### config.mk
export PLATFORM = sky130hd
export DESIGN_NAME = pending_store_queue
export DESIGN_NICKNAME = d
export VERILOG_FILES = /design/src/rtl/psq_pkg.sv /design/src/rtl/psq_entries.sv /design/src/rtl/psq_fwd_search.sv /design/src/rtl/psq_fence_fsm.sv /design/src/rtl/pending_store_queue.sv
export SDC_FILE = /design/constraint.sdc
export NUM_CORES = 2
export LEC_CHECK = 0
export ABC_AREA = 1
export ABC_CLOCK_PERIOD_IN_PS = 5800
export BUFFER_PORTS_ARGS = -buffer_cell sky130_fd_sc_hd__buf_2
export CAP_MARGIN = 20
export CORE_ASPECT_RATIO = 1.5
export CORE_MARGIN = 2
export CORE_UTILIZATION = 25
export DETAILED_ROUTE_END_ITERATION = 6
export PLACE_DENSITY = 0.43
export SKIP_LAST_GASP = 1
export SLEW_MARGIN = 20
export SYNTH_ARGS = -nofsm -noshare
export SYNTH_HDL_FRONTEND = slang
export SYNTH_SLANG_ARGS = --single-unit
export TNS_END_PERCENT = 1
### constraint.sdc
create_clock -name clk -period 5.8 [get_ports clk]
set_input_delay 1.16 -clock clk [delete_from_list [all_inputs] [get_ports clk]]
set_output_delay 1.16 -clock clk [all_outputs]
set_load 0.05 [all_outputs]
### src/rtl/psq_pkg.sv
package psq_pkg;
    typedef enum logic {
        FS_OPEN = 1'b0,
        FS_HOLD = 1'b1
    } fence_state_e;

    typedef enum logic [1:0] {
        LK_MISS  = 2'd0,
        LK_HIT   = 2'd1,
        LK_STALL = 2'd2
    } lookup_res_e;
endpackage

### src/rtl/psq_entries.sv
module psq_entries #(
    parameter int ADDR_W = 16,
    parameter int DATA_W = 32,
    parameter int DEPTH  = 8,
    localparam int IDX_W = $clog2(DEPTH)
) (
    input  logic              clk,
    input  logic              rst_n,
    input  logic              alloc,
    input  logic [ADDR_W-1:0] alloc_addr,
    input  logic [DATA_W-1:0] alloc_data,
    input  logic              alloc_has_data,
    input  logic              fill_en,
    input  logic [IDX_W-1:0]  fill_slot,
    input  logic [DATA_W-1:0] fill_val,
    input  logic              pop,
    output logic [DEPTH-1:0]  vld,
    output logic [DEPTH-1:0]  has_data,
    output logic [ADDR_W-1:0] addr_arr [DEPTH],
    output logic [DATA_W-1:0] data_arr [DEPTH],
    output logic [IDX_W-1:0]  head_slot,
    output logic [IDX_W-1:0]  tail_slot,
    output logic              full,
    output logic              empty
);
    logic [IDX_W:0] head_q, tail_q;

    assign head_slot = head_q[IDX_W-1:0];
    assign tail_slot = tail_q[IDX_W-1:0];
    assign empty     = (head_q == tail_q);
    assign full      = (head_q[IDX_W] != tail_q[IDX_W]) &&
                       (head_q[IDX_W-1:0] == tail_q[IDX_W-1:0]);

    always_ff @(posedge clk) begin
        if (!rst_n) begin
            head_q   <= '0;
            tail_q   <= '0;
            vld      <= '0;
            has_data <= '0;
        end else begin
            if (pop) begin
                vld[head_slot] <= 1'b0;
                head_q         <= head_q + 1'b1;
            end
            if (fill_en && vld[fill_slot] && !has_data[fill_slot]) begin
                has_data[fill_slot] <= 1'b1;
            end
            if (alloc) begin
                vld[tail_slot]      <= 1'b1;
                has_data[tail_slot] <= alloc_has_data;
                tail_q              <= tail_q + 1'b1;
            end
        end
    end

    always_ff @(posedge clk) begin
        if (fill_en && vld[fill_slot] && !has_data[fill_slot]) begin
            data_arr[fill_slot] <= fill_val;
        end
        if (alloc) begin
            addr_arr[tail_slot] <= alloc_addr;
            data_arr[tail_slot] <= alloc_data;
        end
    end
endmodule

### src/rtl/psq_fwd_search.sv
module psq_fwd_search #(
    parameter int ADDR_W = 16,
    parameter int DATA_W = 32,
    parameter int DEPTH  = 8,
    localparam int IDX_W = $clog2(DEPTH)
) (
    input  logic [DEPTH-1:0]  vld,
    input  logic [DEPTH-1:0]  has_data,
    input  logic [ADDR_W-1:0] addr_arr [DEPTH],
    input  logic [DATA_W-1:0] data_arr [DEPTH],
    input  logic [IDX_W-1:0]  head_slot,
    input  logic              ld_valid,
    input  logic [ADDR_W-1:0] ld_addr,
    output psq_pkg::lookup_res_e res,
    output logic [DATA_W-1:0] fwd_data
);
    import psq_pkg::*;

    logic              found;
    logic              found_rdy;
    logic [DATA_W-1:0] found_data;

    // Walk from oldest to youngest; a later match overwrites an earlier one.
    always_comb begin
        logic [IDX_W-1:0] slot;
        found      = 1'b0;
        found_rdy  = 1'b0;
        found_data = '0;
        for (int k = 0; k < DEPTH; k++) begin
            slot = head_slot + IDX_W'(k);
            if (vld[slot] && (addr_arr[slot] == ld_addr)) begin
                found      = 1'b1;
                found_rdy  = has_data[slot];
                found_data = data_arr[slot];
            end
        end
    end

    always_comb begin
        res      = LK_MISS;
        fwd_data = '0;
        if (ld_valid && found) begin
            if (found_rdy) begin
                res      = LK_HIT;
                fwd_data = found_data;
            end else begin
                res = LK_STALL;
            end
        end
    end
endmodule

### src/rtl/psq_fence_fsm.sv
module psq_fence_fsm (
    input  logic clk,
    input  logic rst_n,
    input  logic fence_req,
    input  logic q_empty,
    input  logic q_full,
    output logic store_ok
);
    import psq_pkg::*;

    fence_state_e state_q, state_d;

    always_ff @(posedge clk) begin
        if (!rst_n) state_q <= FS_OPEN;
        else        state_q <= state_d;
    end

    always_comb begin
        state_d = state_q;
        unique case (state_q)
            FS_OPEN: if (fence_req) state_d = FS_HOLD;
            FS_HOLD: if (q_empty && !fence_req) state_d = FS_OPEN;
        endcase
    end

    always_comb begin
        store_ok = 1'b0;
        unique case (state_q)
            FS_OPEN: store_ok = !fence_req && !q_full;
            FS_HOLD: store_ok = 1'b0;
        endcase
    end
endmodule

### src/rtl/pending_store_queue.sv
module pending_store_queue #(
    parameter int ADDR_W = 16,
    parameter int DATA_W = 32,
    parameter int DEPTH  = 8,
    localparam int IDX_W = $clog2(DEPTH)
) (
    input  logic              clk,
    input  logic              rst_n,
    input  logic              st_valid,
    output logic              st_ready,
    input  logic [ADDR_W-1:0] st_addr,
    input  logic [DATA_W-1:0] st_data,
    input  logic              st_data_ok,
    output logic [IDX_W-1:0]  st_idx,
    input  logic              fill_valid,
    input  logic [IDX_W-1:0]  fill_idx,
    input  logic [DATA_W-1:0] fill_data,
    input  logic              fence_req,
    output logic              mem_valid,
    input  logic              mem_ready,
    output logic [ADDR_W-1:0] mem_addr,
    output logic [DATA_W-1:0] mem_data,
    input  logic              ld_valid,
    input  logic [ADDR_W-1:0] ld_addr,
    output logic              ld_hit,
    output logic              ld_miss,
    output logic              ld_stall,
    output logic [DATA_W-1:0] ld_data
);
    import psq_pkg::*;

    logic [DEPTH-1:0]  vld, has_data;
    logic [ADDR_W-1:0] addr_arr [DEPTH];
    logic [DATA_W-1:0] data_arr [DEPTH];
    logic [IDX_W-1:0]  head_slot, tail_slot;
    logic              q_full, q_empty;
    logic              accept, pop;
    lookup_res_e       lk_res;

    assign accept    = st_valid && st_ready;
    assign st_idx    = tail_slot;
    assign mem_valid = vld[head_slot] && has_data[head_slot];
    assign mem_addr  = addr_arr[head_slot];
    assign mem_data  = data_arr[head_slot];
    assign pop       = mem_valid && mem_ready;

    assign ld_hit   = (lk_res == LK_HIT);
    assign ld_stall = (lk_res == LK_STALL);
    assign ld_miss  = ld_valid && (lk_res == LK_MISS);

    psq_entries #(.ADDR_W(ADDR_W), .DATA_W(DATA_W), .DEPTH(DEPTH)) entries_i (
        .clk           (clk),
        .rst_n         (rst_n),
        .alloc         (accept),
        .alloc_addr    (st_addr),
        .alloc_data    (st_data),
        .alloc_has_data(st_data_ok),
        .fill_en       (fill_valid),
        .fill_slot     (fill_idx),
        .fill_val      (fill_data),
        .pop           (pop),
        .vld           (vld),
        .has_data      (has_data),
        .addr_arr      (addr_arr),
        .data_arr      (data_arr),
        .head_slot     (head_slot),
        .tail_slot     (tail_slot),
        .full          (q_full),
        .empty         (q_empty)
    );

    psq_fwd_search #(.ADDR_W(ADDR_W), .DATA_W(DATA_W), .DEPTH(DEPTH)) search_i (
        .vld      (vld),
        .has_data (has_data),
        .addr_arr (addr_arr),
        .data_arr (data_arr),
        .head_slot(head_slot),
        .ld_valid (ld_valid),
        .ld_addr  (ld_addr),
        .res      (lk_res),
        .fwd_data (ld_data)
    );

    psq_fence_fsm fence_i (
        .clk      (clk),
        .rst_n    (rst_n),
        .fence_req(fence_req),
        .q_empty  (q_empty),
        .q_full   (q_full),
        .store_ok (st_ready)
    );
endmodule

Word-level counts from Yosys, hierarchy flattened
Index checks and enable logic that the tools add are counted.
Widths: inputs -> output; s select.
{"block": "word_totals", "register_bits": 409, "latchBits": 0, "ramBits": 0, "rom_bits": 0, "out_inout_bits": 88, "elab_cells": 250, "n_memories": 0}
{"block": "classes", "addsub": 9, "multipliers": 0, "div_mod_pow": 0, "n_lt_le_gt_ge": 25, "eq_ne": 13, "shift": 0, "n_mux": 140, "n_bitwise": 15, "n_reduce_logical": 27}
{"operator": "$mux 32", "n": 28}
{"operator": "$bmux 32 s3", "n": 8}
{"operator": "$bwmux 256", "n": 2}
{"operator": "$mux 256", "n": 2}
{"operator": "$bmux 16 s3", "n": 8}
{"operator": "$mux 16", "n": 17}
{"operator": "$demux 32 s3", "n": 2}
{"operator": "$bwmux 128", "n": 1}
{"operator": "$eq 16x16->1", "n": 8}
{"operator": "$bmux 1 s3", "n": 18}
{"operator": "$demux 16 s3", "n": 1}
{"operator": "$mux 8", "n": 6}
{"operator": "$ge 4x4->1 const B", "n": 10}
{"operator": "$lt 3x4->1 const B", "n": 10}
{"operator": "$not 3->4", "n": 10}
{"operator": "$mux 1", "n": 39}
{"operator": "$logic_and 1x1->1", "n": 23}
{"operator": "$or 8x8->8", "n": 2}
{"operator": "$add 3x3->3 const B", "n": 4}
{"operator": "$demux 1 s3", "n": 3}
{"operator": "$ge 3x1->1 const B", "n": 3}
{"operator": "$add 4x1->4 const B", "n": 2}
{"operator": "$and 8x8->8", "n": 1}
{"operator": "$bwmux 8", "n": 1}
{"operator": "14 further kinds", "n": 20}

Depth between registers and ports, before layout
{"block": "logic_depth", "ltp_word": 18, "ltp_mapped": 31}

By module
Synthesis repeated with hierarchy kept, for this count alone.
{"block": "unflattened", "hier_cells": 8057, "hier_area_um2": 42632.1}
{"module": "psq_entries", "instances": 1, "cells_per_inst": 2890, "area_each_um2": 20086.8}
{"module": "psq_fwd_search", "instances": 1, "cells_per_inst": 4434, "area_each_um2": 19113.3}
{"module": "pending_store_queue", "instances": 1, "cells_per_inst": 727, "area_each_um2": 3390.8}
{"module": "psq_fence_fsm", "instances": 1, "cells_per_inst": 6, "area_each_um2": 41.3}

Worst setup path before layout
OpenSTA, ideal clock, no wires.
{"block": "synth_path", "path_type": "reg2out", "from": "register entries_i.head_q[2]", "to": "output ld_data[10]", "t_arrival_ps": 4679, "slack_ps": -39, "path_stages_with_launch": 24, "path_cell_list": "dfxtp_1 -> inv_2 -> buf_2 -> clkbuf_1 -> clkbuf_1 -> clkbuf_1 -> clkbuf_1 -> ha_1 -> clkinv_1 -> clkbuf_1 -> buf_1 -> nand3_1 -> nand3_1 -> o21ai_0 -> a211oi_1 -> nand2_1 -> nor2_1 -> nand3_1 -> inv_2 -> clkbuf_1 -> a21oi_1 -> nand2_1 -> a21oi_1 -> nor2_1"}
{"block": "synth_via", "elab_chain_len": 16}
{"item": "from (decl)", "line_no": "psq_entries.sv:26", "text": "logic [IDX_W:0] head_q, tail_q;"}
{"item": "from (signal assigned)", "line_no": "psq_entries.sv:43", "text": "head_q <= head_q + 1'b1;"}
{"item": "$add 3x1->3 or $not 3->4 (tied branches)", "line_no": "psq_fwd_search.sv:30, psq_fwd_search.sv:31, psq_fwd_search.sv:34"}
{"item": "$not 3->4 (not written as such) or $bmux 16 s3 (tied branches)", "line_no": "psq_fwd_search.sv:31, psq_fwd_search.sv:34"}
{"item": "$bmux 16 s3 or $mux 16 (tied branches)", "line_no": "psq_fwd_search.sv:31", "text": "if (vld[slot] && (addr_arr[slot] == ld_addr)) begin"}
{"item": "$mux 16 (not written as such)", "line_no": "psq_fwd_search.sv:31"}
{"item": "$mux 16 (not written as such) or $eq 16x16->1 (tied branches)", "line_no": "psq_fwd_search.sv:31"}
{"item": "$eq 16x16->1 or $logic_and 1x1->1 (tied branches)", "line_no": "psq_fwd_search.sv:31"}
{"item": "$logic_and 1x1->1, or another cell as far along", "line_no": "psq_fwd_search.sv:31"}
{"item": "$mux 32 or $mux 1 (tied branches) (7 in a row)", "line_no": "psq_fwd_search.sv:31"}
{"item": "$mux 32 or $logic_and 1x1->1 (tied branches)", "line_no": "psq_fwd_search.sv:43, psq_fwd_search.sv:42"}
{"item": "$mux 32 *", "line_no": "psq_fwd_search.sv:42", "text": "if (ld_valid && found) begin"}
{"item": "to (decl)", "line_no": "pending_store_queue.sv:28", "text": "output logic [DATA_W-1:0] ld_data"}
Every way passes the cells marked *; elsewhere a longest branch is shown, timed or not. The select of a mux whose other input is x is not followed.

Final worst setup path
{"block": "layout_path", "from": "register entries_i.head_q[0]", "to": "output ld_data[18]"}
Same word-level chain as after synthesis.

==> impl_metrics.toml <==
[synth]
synth.distinct_cells = 44
seq_area_frac_synth = 0.274
synth-seq-cells = 409
syn_avg_cell_area_um2 = 5.73
postSynthCellCount = 6044
synth_edf_count = 128
yosys_most_used_dff = "dfxtp_1"
async_flop_share = 0
netlist_area_um2 = 34600
yosysWarnings = 0
synth_nets = 6158

[min_path]
hold_end = "entries_i.tail_q[3]"
holdPathStages = 1
worstHoldStart = "entries_i.tail_q[3]"
hold_path_class = "reg2reg"

[clock_network]
clock_latency_ps = 680
clk_path_buf_depth = 3
root_buffer = "clkbuf_16"
cts_sinks = 409
clk_pin_slew_worst_paths_ps = 60
cts_made_buffers = 51
cts_hold_buffers = 0
cts_tree = "yes"
htree_levels = 2

[floorplan]
die_h_um = 460
fp-row-count = 167
die-area_um2 = 141000
io_pins = 195
die_w_um = 308
start_util = 0.251
core-area_um2 = 138000

[global_routing]
grt_pass1_wl_um = 248000
grt_overflow = 0
antenna_found_initial = 21
grt_util_all_layers = 0.236
grt_max_degree = 172
grt_pass1_vias = 37615

[power_and_ir_drop]
swShare = 0.370
clkPwrFrac = 0.354
combPwrFrac = 0.289
p_switching_mw = 3.61
power.total_mw = 9.75
p_int_mw = 6.14
p_leak_nw = 19.5
p_seq_frac = 0.358
vdd_drop_max_v = 0.000255
pwr_density_cell_nw_per_um2 = 246

[sta]
finalHoldViolations = 0
fin_crit_sh = 0.972
max-slew-margin-rel = 0.248
layout_setup_ws_ps = 160
tns_ps = 0
setup_viol = 0
period_minus_slack_ps = 5640
fmax_mhz = 177
rsz0062_at_grt = "yes"
tightest_slew_ps = 1130
slew_violations = 0
fin_worst_skew_ps = 54.7

[final_layout]
mostFrequentLayoutCells = "1979 x nand2_1, 731 x o21ai_0, 649 x inv_1, 643 x a21oi_1, 515 x nand3_1"
area_growth_pct = 14.4
final_common_cell = "nand2_1"
nets = 6078
drive_above_1_share = 0.0781

[drt]
drt-wirelength-per-cell_um = 22.3
dr.pass1.iters = 7
avgViaCountPerCell = 5.16
first_iter_violations = 3723
wl_um = 174000
vias = 40227
ant_nets = 0
drc = 2

[setup_path]
reg2reg_depth = 15
cp_max_fo = 40
critical_path_class = "reg2out"
startpoint_type = "flip-flop"
crit_start = "entries_i.head_q[0]"
r2r-end = "entries_i.data_arr[30]"
reg2reg_from = "entries_i.head_q[0]"
required_ps = 4640
crit_path_end_kind = "output port"
arrival_ps = 4480
reg2reg_slack_ps = 1800

[placed_design]
dp_hpwl_um = 112000
gp_congestion = 0.972
post-place-ws_ps = 528
port_buffers = 194

[status]
violations = "design-rule violations"
status = "complete, but fails checks"

[job]
max-cap-violations = 0
==> cells in the mapped netlist, types with 2 or more instances <==
master | n | share of area
a211oi_1 | 6 | 0.0013
a21boi_0 | 2 | 0.00043
a21oi_1 | 645 | 0.093
a22oi_1 | 66 | 0.014
a31oi_1 | 5 | 0.00090
and2_0 | 5 | 0.00090
and2_1 | 19 | 0.0034
buf_1 | 67 | 0.0073
buf_2 | 132 | 0.019
buf_4 | 9 | 0.0020
buf_6 | 3 | 0.00098
clkbuf_1 | 246 | 0.027
clkinv_1 | 7 | 0.00076
dfxtp_1 | 281 | 0.16
edfxtp_1 | 128 | 0.11
ha_1 | 7 | 0.0025
inv_1 | 652 | 0.071
inv_2 | 16 | 0.0017
mux2i_1 | 72 | 0.021
nand2_1 | 1984 | 0.22
nand2_2 | 2 | 0.00036
nand3_1 | 521 | 0.075
nand4_1 | 8 | 0.0014
nor2_1 | 290 | 0.031
nor3_1 | 17 | 0.0025
nor4_1 | 6 | 0.0011
o211ai_1 | 11 | 0.0024
o21a_1 | 3 | 0.00065
o21ai_0 | 732 | 0.11
o21ai_1 | 7 | 0.0010
o21bai_1 | 32 | 0.0069
o22ai_1 | 8 | 0.0014
o31ai_1 | 8 | 0.0017
xor2_1 | 37 | 0.0094
==> layout make-up <==
cell class              count  area (um2)
fillers                 15563       98100
multi-input cells        4502       20900
flip-flops and latches    409        9480
repair buffers            325        2630
inverters                 675        2610
well taps                1774        2220
clock buffers              65        1390
clock inverters            28         344
diodes                     14        35.0
==> flip-flops by register name, indices dropped and copies added, names as in the netlist <==
register,flops
entries_i.data_arr,256
entries_i.addr_arr,128
entries_i.has_data,8
entries_i.vld,8
entries_i.head_q,4
entries_i.tail_q,4
fence_i.state_q,1
==> power groups by stage <==
stage,Sequential [mW],Clock (mW),Combinational (mW)
final,3.49,3.45,2.82
after global routing,3.53,3.62,3.21
after CTS,3.49,3.54,2.80
after detailed placement,3.55,0,2.78
after global placement,3.54,0,2.76
after floorplan,3.49,0,2.02
==> per-stage QoR <==
stage / area (um2) / util / instances / hold slack (ps)
6_report: 39600 / 0.288 / 7792 / 473
5_1_grt: 39600 / 0.287 / 7782 / 494
3_3_place_gp: 37300 / 0.271 / 7669 / 451
2_1_floorplan: 34600 / - / 6044 / 439
3_5_place_dp: 37300 / 0.271 / 7669 / 459
4_1_cts: 39100 / 0.284 / 7763 / 473
==> worst max path at each step <==
stage / end / cells past startpoint
2_1_floorplan: ld_data[11] / 23
3_3_place_gp: ld_data[8] / 15
3_5_place_dp: ld_data[6] / 17
5_1_grt: ld_data[23] / 24
6_report: ld_data[18] / 17
4_1_cts: ld_data[8] / 15
==> critical path: stages, from the launching register on <==
cell and delay [ps]:
dfxtp_4 430, inv_8 110, ha_4 330, buf_12 140
buf_6 260, nand3_1 150, nand3_1 130, a21oi_1 100
nor4_1 300, nand4_1 370, nor2_4 320, buf_12 280
a21oi_1 70, nand2_1 70, nand2_1 40, a21oi_1 350
nor2_1 100, buf_2 220
==> cells by family (layout without fill, tap and decap cells) <==
logic type	after synthesis	after routing	synth area share
simple gates	2857	2857	0.333
xor+xnor	38	38	0.00983
other cells	0	14	0
fa+ha+maj	7	7	0.00253
compound gates	1528	1528	0.231
mux	72	72	0.0208
buf+inv	1133	1093	0.129
flops	409	409	0.274
==> repair_timing <==
action | in CTS | in global routing
setup endpoints to repair | 33 | 33
pin swaps | 0 | 4
setup buffers | 0 | 6
resized for setup | 12 | 50
cloned | 1 | 9
==> routing by layer <==
metal  global-route usage  up-vias  share of wire
li1                     -    19408              -
met3               0.0268      382          0.063
met5                    0        -        0.00016
met1                0.285    18898           0.40
met4                0.106        6          0.049
met2                0.415     1533           0.48
Note: power is estimated with default switching activity, not from simulation.
